File: src/rtl/rvalu_pkg.sv
package rvalu_pkg;

  typedef enum logic [1:0] {
    CLS_ARITH = 2'b00,
    CLS_LOGIC = 2'b01,
    CLS_SHIFT = 2'b10,
    CLS_RSVD  = 2'b11
  } opClass_e;

  // Strobe bundle from decode/control to the datapath.
  typedef struct packed {
    opClass_e   cls;
    logic [1:0] sub;
  } aluOp_t;

  localparam logic [1:0] SUB_ADD  = 2'b00;
  localparam logic [1:0] SUB_SUB  = 2'b01;
  localparam logic [1:0] SUB_SLT  = 2'b10;
  localparam logic [1:0] SUB_SLTU = 2'b11;
  localparam logic [1:0] SUB_AND  = 2'b00;
  localparam logic [1:0] SUB_OR   = 2'b01;
  localparam logic [1:0] SUB_XOR  = 2'b10;
  localparam logic [1:0] SUB_SLL  = 2'b00;
  localparam logic [1:0] SUB_SRL  = 2'b01;
  localparam logic [1:0] SUB_SRA  = 2'b11;

  localparam logic [6:0] OPC_REG    = 7'b0110011;
  localparam logic [6:0] OPC_IMM    = 7'b0010011;
  localparam logic [6:0] OPC_BRANCH = 7'b1100011;
  localparam logic [6:0] F7_ALT     = 7'b0100000;

  function automatic aluOp_t mkOp(opClass_e c, logic [1:0] s);
    aluOp_t o;
    o.cls = c;
    o.sub = s;
    return o;
  endfunction

endpackage

File: src/rtl/rvalu_decode.sv
module rvalu_decode
  import rvalu_pkg::*;
(
  input  logic [6:0] opcode,
  input  logic [2:0] funct3,
  input  logic [6:0] funct7,
  input  logic       forceAdd,
  output aluOp_t     decOp
);

  logic isRegForm;
  logic isAluForm;
  logic altF7;

  assign isRegForm = (opcode == OPC_REG);
  assign isAluForm = isRegForm || (opcode == OPC_IMM);
  assign altF7     = (funct7 == F7_ALT);

  always_comb begin
    decOp = mkOp(CLS_ARITH, SUB_ADD);
    if (forceAdd) begin
      decOp = mkOp(CLS_ARITH, SUB_ADD);
    end else if (isAluForm) begin
      case (funct3)
        3'b000:  decOp = (isRegForm && altF7) ? mkOp(CLS_ARITH, SUB_SUB)
                                              : mkOp(CLS_ARITH, SUB_ADD);
        3'b001:  decOp = mkOp(CLS_SHIFT, SUB_SLL);
        3'b010:  decOp = mkOp(CLS_ARITH, SUB_SLT);
        3'b011:  decOp = mkOp(CLS_ARITH, SUB_SLTU);
        3'b100:  decOp = mkOp(CLS_LOGIC, SUB_XOR);
        3'b101:  decOp = altF7 ? mkOp(CLS_SHIFT, SUB_SRA)
                               : mkOp(CLS_SHIFT, SUB_SRL);
        3'b110:  decOp = mkOp(CLS_LOGIC, SUB_OR);
        default: decOp = mkOp(CLS_LOGIC, SUB_AND);
      endcase
    end else if (opcode == OPC_BRANCH) begin
      case (funct3)
        3'b000, 3'b001: decOp = mkOp(CLS_ARITH, SUB_SUB);
        3'b100, 3'b101: decOp = mkOp(CLS_ARITH, SUB_SLT);
        3'b110, 3'b111: decOp = mkOp(CLS_ARITH, SUB_SLTU);
        default:        decOp = mkOp(CLS_ARITH, SUB_ADD);
      endcase
    end
  end

endmodule

File: src/rtl/rvalu_branch.sv
module rvalu_branch (
  input  logic       zero,
  input  logic [2:0] funct3,
  input  logic       branchEn,
  input  logic       pcUpdate,
  output logic       pcWrite
);

  // funct3[0] flips the sense (eq/ne, lt/ge); funct3[2] marks compares
  // whose true outcome is a nonzero result.
  logic condTrue;

  assign condTrue = zero ^ funct3[0] ^ funct3[2];
  assign pcWrite  = (condTrue & branchEn) | pcUpdate;

endmodule

File: src/rtl/rvalu_shifter.sv
module rvalu_shifter #(
  parameter int XLEN = 32,
  localparam int SHW = $clog2(XLEN)
) (
  input  logic [XLEN-1:0] din,
  input  logic [SHW-1:0]  amt,
  input  logic            dirLeft,
  input  logic            arith,
  output logic [XLEN-1:0] dout
);

  function automatic logic [XLEN-1:0] rev(input logic [XLEN-1:0] v);
    logic [XLEN-1:0] r;
    for (int i = 0; i < XLEN; i++) r[i] = v[XLEN-1-i];
    return r;
  endfunction

  logic            fill;
  logic [XLEN-1:0] stage [0:SHW];

  // A left shift is a right shift of the bit-reversed word.
  assign fill     = arith & ~dirLeft & din[XLEN-1];
  assign stage[0] = dirLeft ? rev(din) : din;

  for (genvar s = 0; s < SHW; s++) begin : g_stage
    localparam int STEP = 1 << s;
    assign stage[s+1] = amt[s] ? {{STEP{fill}}, stage[s][XLEN-1:STEP]}
                               : stage[s];
  end

  assign dout = dirLeft ? rev(stage[SHW]) : stage[SHW];

endmodule

File: src/rtl/rvalu_datapath.sv
module rvalu_datapath
  import rvalu_pkg::*;
#(
  parameter int XLEN = 32,
  localparam int SHW = $clog2(XLEN)
) (
  input  logic [XLEN-1:0] opA,
  input  logic [XLEN-1:0] opB,
  input  aluOp_t          op,
  output logic [XLEN-1:0] result,
  output logic            zero
);

  logic            subMode;
  logic [XLEN:0]   sum;
  logic            ltUnsigned;
  logic            ltSigned;
  logic [XLEN-1:0] shOut;

  // One shared adder: subtract, and both compares, use a + ~b + 1.
  assign subMode = (op.cls == CLS_ARITH) && (op.sub != SUB_ADD);
  assign sum     = {1'b0, opA} + {1'b0, opB ^ {XLEN{subMode}}}
                 + {{XLEN{1'b0}}, subMode};
  assign ltUnsigned = ~sum[XLEN];
  assign ltSigned   = (opA[XLEN-1] ^ opB[XLEN-1]) ? opA[XLEN-1] : sum[XLEN-1];

  rvalu_shifter #(.XLEN(XLEN)) u_shift (
    .din    (opA),
    .amt    (opB[SHW-1:0]),
    .dirLeft(op.sub == SUB_SLL),
    .arith  (op.sub == SUB_SRA),
    .dout   (shOut)
  );

  always_comb begin
    result = '0;
    case (op.cls)
      CLS_ARITH: begin
        case (op.sub)
          SUB_SLT:  result = {{(XLEN-1){1'b0}}, ltSigned};
          SUB_SLTU: result = {{(XLEN-1){1'b0}}, ltUnsigned};
          default:  result = sum[XLEN-1:0];
        endcase
      end
      CLS_LOGIC: begin
        case (op.sub)
          SUB_AND: result = opA & opB;
          SUB_OR:  result = opA | opB;
          SUB_XOR: result = opA ^ opB;
          default: result = '0;
        endcase
      end
      CLS_SHIFT: begin
        if (op.sub != 2'b10) result = shOut;
      end
      default: result = '0;
    endcase
  end

  assign zero = ~|result;

endmodule

File: src/rtl/rvalu_core.sv
module rvalu_core
  import rvalu_pkg::*;
#(
  parameter int XLEN = 32
) (
  input  logic [XLEN-1:0] opA,
  input  logic [XLEN-1:0] opB,
  input  logic [3:0]      aluOpIn,
  input  logic [6:0]      opcode,
  input  logic [2:0]      funct3,
  input  logic [6:0]      funct7,
  input  logic            forceAdd,
  input  logic            branchEn,
  input  logic            pcUpdate,
  output logic [XLEN-1:0] result,
  output logic            zero,
  output logic [3:0]      decodedOp,
  output logic            pcWrite
);

  aluOp_t decOp;
  aluOp_t exeOp;

  assign exeOp     = aluOp_t'(aluOpIn);
  assign decodedOp = decOp;

  rvalu_decode u_dec (
    .opcode  (opcode),
    .funct3  (funct3),
    .funct7  (funct7),
    .forceAdd(forceAdd),
    .decOp   (decOp)
  );

  rvalu_datapath #(.XLEN(XLEN)) u_dp (
    .opA   (opA),
    .opB   (opB),
    .op    (exeOp),
    .result(result),
    .zero  (zero)
  );

  rvalu_branch u_br (
    .zero    (zero),
    .funct3  (funct3),
    .branchEn(branchEn),
    .pcUpdate(pcUpdate),
    .pcWrite (pcWrite)
  );

endmodule

File: config.mk
export PLATFORM = sky130hd
export DESIGN_NAME = rvalu_core
export DESIGN_NICKNAME = d
export VERILOG_FILES = /design/src/rtl/rvalu_pkg.sv /design/src/rtl/rvalu_decode.sv /design/src/rtl/rvalu_branch.sv /design/src/rtl/rvalu_shifter.sv /design/src/rtl/rvalu_datapath.sv /design/src/rtl/rvalu_core.sv
export SDC_FILE = /design/constraint.sdc
export NUM_CORES = 1
export LEC_CHECK = 0
export CORE_ASPECT_RATIO = 1.75
export CORE_MARGIN = 1
export CORE_UTILIZATION = 58
export DETAILED_ROUTE_END_ITERATION = 16
export PLACE_DENSITY = 0.85
export SYNTH_ARGS = -nofsm -noshare
export SYNTH_HDL_FRONTEND = slang
export SYNTH_SLANG_ARGS = --single-unit
File: constraint.sdc
create_clock -name vclk -period 9.3
set_input_delay 1.395 -clock vclk [all_inputs]
set_output_delay 1.395 -clock vclk [all_outputs]
set_load 0.01 [all_outputs]
==> metrics, run 1 <==
status=aborted with a tool error; Halt Stage=global routing; Tool Error=[ERROR GRT-0116] Global routing finished with congestion. Check the congestion regions in the DRC Viewer.; largest net degree at the start of global routing=50; Cell Rows=57; Mean Syn Cell Area=6.85 µm²; Die Wd=92.3 µm; Synth Net Count=1393; post-CTS setup repair buffer count=0; # hold bufs at CTS=0; starting density of the core=59.5%; Seq/Total Area, Yosys=0%; post-synthesis cell type count=81; vias in the first global route=11639; Total GRT Usage=63.2%; Netlist Area Pre-Place=8280 µm²; GPL Wtd Cong=1.16; total congestion overflow=8; port bufs=126; Cells after Synth=1209; Post-DP HPWL=33100 µm; first-pass GRT wire length=70400 µm; cts repair resizes=0; number of warnings issued by yosys=0; Die H=160 µm; Ports=126
==> layer usage <==
layer	GRT usage, %	overflow
met1	60.8	0
met3	38.2	0
met4	65.6	2
met2	88.4	6
met5	1.74	0
==> through the flow <==
stage | instances | hold WS [ns] | cell area [µm²] | setup slack [ns]
4_1_cts | 1450 | 3.85 | 9550 | 0.899
3_5_place_dp | 1450 | 3.84 | 9550 | 0.910
3_3_place_gp | 1450 | 3.84 | 9550 | 1.05
2_1_floorplan | 1209 | 2.84 | 8280 | 1.56
==> synthesized netlist by cell type (21+ instances only) <==
| cell | instances | area, µm² |
|---|---|---|
| nand4_1 | 21 | 131 |
| a21oi_1 | 98 | 490 |
| ha_1 | 95 | 1190 |
| inv_1 | 76 | 285 |
| mux4_2 | 23 | 518 |
| mux2i_1 | 55 | 551 |
| nand3_1 | 36 | 180 |
| nand2_1 | 121 | 454 |
| nor2_1 | 116 | 435 |
| nor3_1 | 21 | 105 |
| clkbuf_1 | 56 | 210 |
| mux2_2 | 26 | 293 |
| o21ai_0 | 65 | 325 |
| xnor2_1 | 43 | 377 |
==> kinds of logic after synthesis <==
family / share of synthesized area (%)
and+or+nand+nor: 23.8
AOI/OAI and AO/OA: 31.0
muxes: 16.4
xor gates and xnor gates: 5.82
buffers and inverters: 8.39
adders and majority gates: 14.6
==> run 2: changes to the inputs <==
--- a/config.mk
+++ b/config.mk
@@ -5,11 +5,10 @@
 export SDC_FILE = /design/constraint.sdc
 export NUM_CORES = 1
 export LEC_CHECK = 0
-export CORE_ASPECT_RATIO = 1.75
 export CORE_MARGIN = 1
-export CORE_UTILIZATION = 58
+export CORE_UTILIZATION = 40
 export DETAILED_ROUTE_END_ITERATION = 16
-export PLACE_DENSITY = 0.85
+export PLACE_DENSITY_LB_ADDON = 0.15
 export SYNTH_ARGS = -nofsm -noshare
 export SYNTH_HDL_FRONTEND = slang
 export SYNTH_SLANG_ARGS = --single-unit
==> metrics, run 2 <==
status=complete, no violations; Total GRT Usage=38.8%; Final ANT Viol Nets=0; GPL Wtd Cong=1.05; layout cells sized above 1=8.46%; post-CTS setup repair buffer count=0; Die Wd=146 µm; initial antenna violation count=0; Reg area=0 µm²; Worst Hold Path EP=decodedOp[2]; Final Hold Fails=0; P_int=0.275 mW; final setup fails=0; Worst Max-Slew Pin Slew=1.11 ns; Die ar.=21300 µm²; largest area contributor in the netlist=ha_1; Die H=146 µm; Fillers=2172; Largest delay share family, worst path=compound AO/OA/AOI/OAI gates; vias in the first global route=9688; multi-input logic area=7600 µm²; clock buffers=0; Hold Path Depth=3; Ports=126; max-capacitance violation count=0; ANT cells=0; DRC errors left=0; RSZ-0062 raised after global routing=false; P&R area growth vs syn=17.3%; Netlist Area Pre-Place=8280 µm²; total congestion overflow=0; power per standard cell area=74.1 nW/µm²; sw frac=61.7%; Cell Rows=52; Routed WL=42300 µm; Seq/Total Area, Yosys=0%; Synth top area share=14.4%; 1st-iter DRT viols=1206; Critical Path Source Type=input port; Max FO, Critical Path=24; largest net degree at the start of global routing=72; CP Capture Type=output pin; Reg power frac=0%; Worst EP arrival=6.85 ns; Slew headroom=24.0%; worst path bufs/invs=5; Non-Filler Instances=1547; post-synthesis cell type count=81; WS Path Type=input port to output pin; FFs & Latches=0; Final Critical Period=8.24 ns; Setup TNS=0 ns; CP dominant cell by count=buf_4; starting density of the core=40.9%; vias per cell=6.76; CP cell instances=clkdlybuf4s50_1 -> buf_4 -> nor2_1 -> buf_4 -> nand2_2 -> buf_4 -> xnor2_1 -> ha_1 -> a21oi_1 -> o21ai_0 -> a22oi_1 -> nand4_1 -> a311oi_1 -> o21ai_0 -> and4_1 -> o311ai_0 -> a31oi_1 -> o211ai_1 -> clkdlybuf4s50_1; Mean Syn Cell Area=6.85 µm²; Worst Path Required=7.91 ns; clock share of power=0%; Crit-path slowest cell=o311ai_0; leak pwr=4.06 nW; Placed Cells=1547; number of warnings issued by yosys=0; port bufs=126; Synth Net Count=1393; # hold bufs at CTS=0; commonest cells after routing, fill and taps aside=clkdlybuf4s50_1, nand2_1, nor2_1, a21oi_1, ha_1; Hold Crit Class=input port to output pin; wire per inst=27.3 µm; Psw=0.444 mW; Post-synth top cells=nand2_1, nor2_1, a21oi_1, ha_1, inv_1; Post-DP HPWL=33500 µm; cell with the most instances after synthesis=nand2_1; Pre-antenna DRT Iters=7; first-pass GRT wire length=62500 µm; VDD IR max=0.0000375 V; Fmax=0.121 GHz; Min-Delay Startpoint=forceAdd; crit-path max cell delay=0.74 ns; commonest non-fill, non-tap cell in the layout=clkdlybuf4s50_1; routed vias=10453; final net count=1463; largest cells by area after synthesis=ha_1, mux2i_1, mux4_2; cts repair resizes=0; Final period util=88.6%; total chip power=0.720 mW; Comb pwr share=100.0%; Final Slew Violations=0; Cells after Synth=1209; core area=20200 µm²
[run 2: area by class of cell]
class	instances	area share, %
Inverter	78	3.01
Multi-Input combinational cell	1044	78.3
Tap cell	270	3.48
Timing Repair Buffer	155	15.2
[run 2: cells by family after synthesis]
| kind of cell | count (synthesis) | synth area share (%) |
|---|---|---|
| XOR/XNOR | 55 | 5.82 |
| AND/OR/NAND/NOR | 411 | 23.8 |
| AO/OA/AOI/OAI | 378 | 31.0 |
| multiplexers | 104 | 16.4 |
| buffers and inverters | 165 | 8.39 |
| adder cells (fa/ha/maj) | 96 | 14.6 |
[run 2: stage by stage]
stage / util [%] / cell area (µm²) / setup slack (ns) / hold WS (ns)
floorplan: - / 8280 / 1.56 / 2.84
global placement: 48.0 / 9710 / 1.10 / 3.85
detailed placement: 48.0 / 9710 / 1.08 / 3.84
CTS: 48.0 / 9710 / 1.04 / 3.84
global route: 48.0 / 9710 / 0.658 / 3.87
finish: 48.0 / 9710 / 1.06 / 3.84
[run 2: worst max-delay path by stage]
stage	from	to	slack (ns)	depth (start not counted)
global placement	aluOpIn[3]	zero	1.10	20
finish	aluOpIn[3]	pcWrite	1.06	19
global route	aluOpIn[3]	pcWrite	0.66	19
detailed placement	aluOpIn[3]	zero	1.08	20
CTS	aluOpIn[3]	zero	1.04	20
floorplan	aluOpIn[1]	zero	1.56	21
[run 2: tightest hold or removal path, delay by kind of cell]
family / cells / cell delay (ns)
AND/OR/NAND/NOR: 1 / 0.07
buffers and inverters: 2 / 0.97
[run 2: power by group through the flow]
| stage | clock network [mW] | registers (mW) | logic, mW |
|---|---|---|---|
| after floorplan | 0 | 0 | 0.420 |
| after global placement | 0 | 0 | 0.699 |
| after detailed placement | 0 | 0 | 0.694 |
| after CTS | 0 | 0 | 0.697 |
| after global routing | 0 | 0 | 0.761 |
| final | 0 | 0 | 0.720 |
[run 2: routing by layer]
| metal | vias to the layer above | track usage, % | wire, µm |
|---|---|---|---|
| li1 | 4683 | - | - |
| met1 | 4979 | 53.5 | 17700 |
| met2 | 678 | 59.8 | 18100 |
| met3 | 113 | 6.24 | 4370 |
| met4 | 0 | 15.7 | 2080 |
| met5 | - | 0 | 0 |
Note: power is estimated with default switching activity, not from simulation.
